$ cat src/rtl/lpm_pkg.sv
package lpm_pkg;

   typedef enum logic [2:0] {
      LPM_RUN    = 3'd0,
      LPM_IDLE   = 3'd1,
      LPM_PDOWN  = 3'd2,
      LPM_RESUME = 3'd3,
      LPM_RSTSEQ = 3'd4
   } lpm_state_e;

   typedef struct packed {
      logic cpu;
      logic per;
      logic osc;
      logic ram_blk;
   } lpm_gate_t;

   function automatic lpm_gate_t lpm_gate_of(lpm_state_e s);
      lpm_gate_t g;
      case (s)
         LPM_RUN:    g = '{cpu: 1'b1, per: 1'b1, osc: 1'b1, ram_blk: 1'b0};
         LPM_IDLE:   g = '{cpu: 1'b0, per: 1'b1, osc: 1'b1, ram_blk: 1'b0};
         LPM_PDOWN:  g = '{cpu: 1'b0, per: 1'b0, osc: 1'b0, ram_blk: 1'b0};
         LPM_RESUME: g = '{cpu: 1'b1, per: 1'b1, osc: 1'b1, ram_blk: 1'b1};
         default:    g = '{cpu: 1'b0, per: 1'b0, osc: 1'b1, ram_blk: 1'b1};
      endcase
      return g;
   endfunction

endpackage

$ cat src/rtl/lpm_win_cnt.sv
module lpm_win_cnt #(
   parameter int unsigned WIN_CLKS = 24
) (
   input  logic clk,
   input  logic rst_n,
   input  logic in_win,
   output logic win_done
);
   localparam int unsigned CNT_W = (WIN_CLKS > 1) ? $clog2(WIN_CLKS) : 1;

   generate
      if (WIN_CLKS <= 1) begin : g_short
         logic unused_in;
         assign unused_in = clk ^ rst_n ^ in_win;
         assign win_done  = 1'b1;
      end else begin : g_count
         logic [CNT_W-1:0] cnt_q;
         always_ff @(posedge clk or negedge rst_n) begin
            if (!rst_n)       cnt_q <= '0;
            else if (!in_win) cnt_q <= '0;
            else if (!win_done) cnt_q <= cnt_q + 1'b1;
         end
         assign win_done = (cnt_q == CNT_W'(WIN_CLKS - 1));
      end
   endgenerate
endmodule

$ cat src/rtl/lpm_next.sv
module lpm_next
   import lpm_pkg::*;
#(
   parameter bit HAS_WIN = 1'b1
) (
   input  lpm_state_e cur,
   input  logic       idle_req,
   input  logic       pd_req,
   input  logic       irq_any,
   input  logic       hw_reset,
   input  logic       osc_stable,
   input  logic       win_done,
   output lpm_state_e nxt,
   output logic       release_now
);
   always_comb begin
      nxt         = cur;
      release_now = 1'b0;
      case (cur)
         LPM_RUN: begin
            if (hw_reset)      nxt = LPM_RSTSEQ;
            else if (pd_req)   nxt = LPM_PDOWN;
            else if (idle_req) nxt = LPM_IDLE;
         end
         LPM_IDLE: begin
            if (hw_reset)     nxt = HAS_WIN ? LPM_RESUME : LPM_RSTSEQ;
            else if (irq_any) nxt = LPM_RUN;
         end
         LPM_PDOWN: begin
            if (hw_reset) nxt = LPM_RSTSEQ;
         end
         LPM_RESUME: begin
            if (win_done) nxt = LPM_RSTSEQ;
         end
         LPM_RSTSEQ: begin
            if (!hw_reset && osc_stable) begin
               nxt         = LPM_RUN;
               release_now = 1'b1;
            end
         end
         default: nxt = LPM_RSTSEQ;
      endcase
   end
endmodule

$ cat src/rtl/lpm_gate_dec.sv
module lpm_gate_dec
   import lpm_pkg::*;
(
   input  lpm_state_e st,
   output logic       cpu_en,
   output logic       per_en,
   output logic       osc_en,
   output logic       ram_blk
);
   lpm_gate_t g;
   always_comb g = lpm_gate_of(st);
   assign cpu_en  = g.cpu;
   assign per_en  = g.per;
   assign osc_en  = g.osc;
   assign ram_blk = g.ram_blk;
endmodule

$ cat src/rtl/lpm_seq.sv
module lpm_seq
   import lpm_pkg::*;
#(
   parameter int unsigned N_IRQ   = 5,
   parameter int unsigned MC_CLKS = 12,
   parameter int unsigned WIN_MC  = 2
) (
   input  logic             clk,
   input  logic             rst_n,
   input  logic             idle_req,
   input  logic             pd_req,
   input  logic [N_IRQ-1:0] irq_req,
   input  logic             hw_reset,
   input  logic             osc_stable,
   output logic             cpu_clk_en,
   output logic             per_clk_en,
   output logic             osc_run,
   output logic             sfr_rst,
   output logic             ram_inhibit
);
   localparam int unsigned WIN_CLKS = MC_CLKS * WIN_MC;
   localparam bit          HAS_WIN  = (WIN_CLKS != 0);

   generate
      if (N_IRQ < 1) begin : g_bad_irq
         $error("lpm_seq: N_IRQ must be at least 1");
      end
      if (MC_CLKS < 1) begin : g_bad_mc
         $error("lpm_seq: MC_CLKS must be at least 1");
      end
   endgenerate

   lpm_state_e state_q, state_d;
   logic       release_now, win_done, sfr_q;
   logic       irq_any;

   assign irq_any = |irq_req;

   lpm_win_cnt #(.WIN_CLKS(WIN_CLKS)) u_win (
      .clk      (clk),
      .rst_n    (rst_n),
      .in_win   (state_q == LPM_RESUME),
      .win_done (win_done)
   );

   lpm_next #(.HAS_WIN(HAS_WIN)) u_next (
      .cur         (state_q),
      .idle_req    (idle_req),
      .pd_req      (pd_req),
      .irq_any     (irq_any),
      .hw_reset    (hw_reset),
      .osc_stable  (osc_stable),
      .win_done    (win_done),
      .nxt         (state_d),
      .release_now (release_now)
   );

   always_ff @(posedge clk or negedge rst_n) begin
      if (!rst_n) begin
         state_q <= LPM_RSTSEQ;
         sfr_q   <= 1'b0;
      end else begin
         state_q <= state_d;
         sfr_q   <= release_now;
      end
   end

   lpm_gate_dec u_gate (
      .st      (state_q),
      .cpu_en  (cpu_clk_en),
      .per_en  (per_clk_en),
      .osc_en  (osc_run),
      .ram_blk (ram_inhibit)
   );

   assign sfr_rst = sfr_q;
endmodule

$ cat config.mk
export PLATFORM = sky130hd
export DESIGN_NAME = lpm_seq
export DESIGN_NICKNAME = d
export VERILOG_FILES = /design/src/rtl/lpm_pkg.sv /design/src/rtl/lpm_win_cnt.sv /design/src/rtl/lpm_next.sv /design/src/rtl/lpm_gate_dec.sv /design/src/rtl/lpm_seq.sv
export SDC_FILE = /design/constraint.sdc
export NUM_CORES = 1
export LEC_CHECK = 0
export ABC_CLOCK_PERIOD_IN_PS = 3300
export CORE_AREA = 4 4 41 43
export DETAILED_ROUTE_END_ITERATION = 8
export DIE_AREA = 0 0 45 47
export MAX_ROUTING_LAYER = met4
export PLACE_DENSITY = 0.73
export SETUP_SLACK_MARGIN = 0.02
export SLEW_MARGIN = 10
export SYNTH_ARGS = -nofsm -noshare
export SYNTH_HDL_FRONTEND = slang
export SYNTH_SLANG_ARGS = --single-unit
$ cat constraint.sdc
create_clock -name clk -period 3.3 [get_ports clk]
set_clock_uncertainty 0.15 [all_clocks]
set_input_delay 0.66 -clock clk [delete_from_list [all_inputs] [get_ports clk]]
set_output_delay 0.66 -clock clk [all_outputs]
set_load 0.01 [all_outputs]
==> results.toml <==
[drt]
ant_nets = 0
via_per_inst = 5.22
vias = 475
wl_um = 1140
drt_iter0_drc = 4
drc_errors = 0
wl_per_cell_um = 12.5
drtPass1Iterations = 3

[clock_network]
cts_root_buffer = "clkbuf_4"
htree_levels = 1
cts_tree = "done"
numClockSinks = 9
holdBufCountCts = 0
clk_pin_slew_ns = 0.06
cts_buffers = 3
clock_latency_ns = 0.25
cts_setup_buffers = 0
cts-resized-gates = 0
cts.path.max_buffers = 2

[synthesis]
ys.flop_type = "dfrtp_1"
yosys_register_bits = 9
netlist_instances = 60
avgSynthCellArea_um2 = 9.47
async_reset_ff_frac = 1.00
syn_nets = 72
synth_cell_types = 30
ys_seq_area_frac = 0.399
yosysWarningCount = 0
syn_area_um2 = 568
synth_edf_count = 0

[timing]
slew_headroom = 0.740
final-hold-violation-count = 0
drv_slew = 0
setup_viol = 0
tns_ns = 0
min_period_ns = 2.50
grt_setup_unrepaired = "false"
period_share = 0.758
worst_pin_slew_ns = 0.389
max_freq_mhz = 400

[flow_run]
max_cap_viol_count = 0

[place]
dp_hpwl_um = 897
port_buffers = 15
place_congestion = 0.739

[min_path]
hp-class = "flip-flop to flip-flop"

[finish]
final_nets = 89
drive_gt1_frac = 0.105
syn_to_final_growth_pct = 29.5
num_antenna_cells = 0
fin_util = 0.565

[die]
initial_utilization = 0.437
die_w_um = 45
placementRows = 13
core_area_um2 = 1300
fp.dieH_um = 47
die-area_um2 = 2120
ios = 16

[global_route]
grt-ovfl-total = 0
antenna_found_initial = 0
grt_pass1_vias = 453
gr-usage-all-layers = 0.141
grt_max_degree = 12
grt_first_pass_wirelength_um = 1950

[setup_path]
arrival_ns = 1.69
worstPathRequired_ns = 2.49
cp_max_fo = 9
crit_path_end_kind = "output port"
path_class = "flip-flop to output port"
crit_path_start_kind = "flip-flop"

[power_and_ir_drop]
power_leakage_nw = 0.314
powerDensity_nw_per_um2 = 603
vdd_ir_drop_max_mv = 0.294

[status]
status = "finished, final reports clean"
==> registers in the layout, summed over array words and instances, names as in the netlist <==
signal               flops
state_q                  3
u_win.g_count.cnt_q      5
sfr_rst                  1
==> cell usage in the layout (no fill, tap or decap), drive strengths merged <==
cell	instances
nand4b	1
a21o	1
nand2b	3
clkbuf	4
a31oi	1
nor2	8
or3	1
ha	1
and4b	1
nand3	3
o31ai	1
inv	2
nor2b	2
mux2i	1
xor2	2
nand3b	1
xnor2	1
nand2	5
o21ai	3
nor3b	2
nor3	3
a22o	1
clkdlybuf4s50	15
nor4	1
dfstp	1
and2	1
dfrtp	8
a211oi	1
o41ai	1
==> logic make-up (layout without fill, tap and decap cells) <==
logic type,count (synthesis),in the layout,synth area share
AOI/OAI and AO/OA,9,9,0.119
xor gates and xnor gates,3,3,0.0463
adders and majority gates,1,1,0.0220
buffers and inverters,5,21,0.0617
DFF,9,9,0.399
muxes,1,1,0.0176
and+or+nand+nor,32,32,0.335
==> stage by stage <==
| stage | cell area (um^2) | std cells | hold WS [ns] | setup WS (ns) | power [mW] |
|---|---|---|---|---|---|
| after detailed placement | 709 | 87 | 0.416 | 0.944 | 0.366 |
| after CTS | 736 | 91 | 0.434 | 0.770 | 0.452 |
| after floorplan | 568 | 60 | 0.214 | 1.50 | 0.293 |
| final | 736 | 91 | 0.449 | 0.799 | 0.443 |
| after global routing | 736 | 91 | 0.457 | 0.678 | 0.478 |
| after global placement | 709 | 87 | 0.387 | 0.968 | 0.364 |
==> worst max-delay path, cell delays in order (launching register included) <==
cell and delay (ns):
dfrtp_1 0.49, nor2b_4 0.19, nor3_1 0.19, clkdlybuf4s50_1 0.57
==> synth_stat cells, types with 2 or more instances <==
library cell,n,area (um^2)
buf_6,2,22.5
dfrtp_1,8,200
inv_1,2,7.51
nand2_1,5,18.8
nand2b_1,3,18.8
nand3_1,3,15.0
nor2_1,8,30.0
nor2b_4,2,27.5
nor3_1,3,15.0
nor3b_1,2,15.0
o21ai_0,2,10.0
xor2_1,2,17.5
==> per-layer routing <==
layer  vias up  global-route usage  share of wire
li1        241                   -              -
met1       219               0.153           0.43
met2        13               0.223           0.51
met3         2              0.0230          0.047
met4         0               0.123          0.017
met5         -                   -              0
==> power breakdown <==
part / internal (mW) / total (mW) / switching [mW] / leakage, nW
sequential: 0.132 / 0.169 / 0.0372 / 0.121
combinational: 0.115 / 0.191 / 0.0764 / 0.178
clock: 0.0465 / 0.0826 / 0.0361 / 0.0150
total: 0.294 / 0.443 / 0.150 / 0.314
==> worst paths after layout <==
check                                       start                      to  slack [ns]  cells past startpoint
min                        u_win.g_count.cnt_q[3]  u_win.g_count.cnt_q[3]        0.45                      2
max reg2reg                            state_q[2]              state_q[1]        1.38                      5
max in group asynchronous                   rst_n              state_q[2]        2.14                      1
min in group asynchronous                   rst_n  u_win.g_count.cnt_q[2]        0.54                      1
min reg2reg                u_win.g_count.cnt_q[3]  u_win.g_count.cnt_q[3]        0.45                      2
max                                    state_q[1]              cpu_clk_en        0.80                      3
==> final cells by class <==
type | count | area [um^2]
fill | 135 | 566
multi-input combinational | 46 | 307
sequential | 9 | 226
timing repair buffer | 15 | 150
clock buffer | 4 | 26.3
tap | 15 | 18.8
inverter | 2 | 7.51
(Power assumes the default switching activity.)
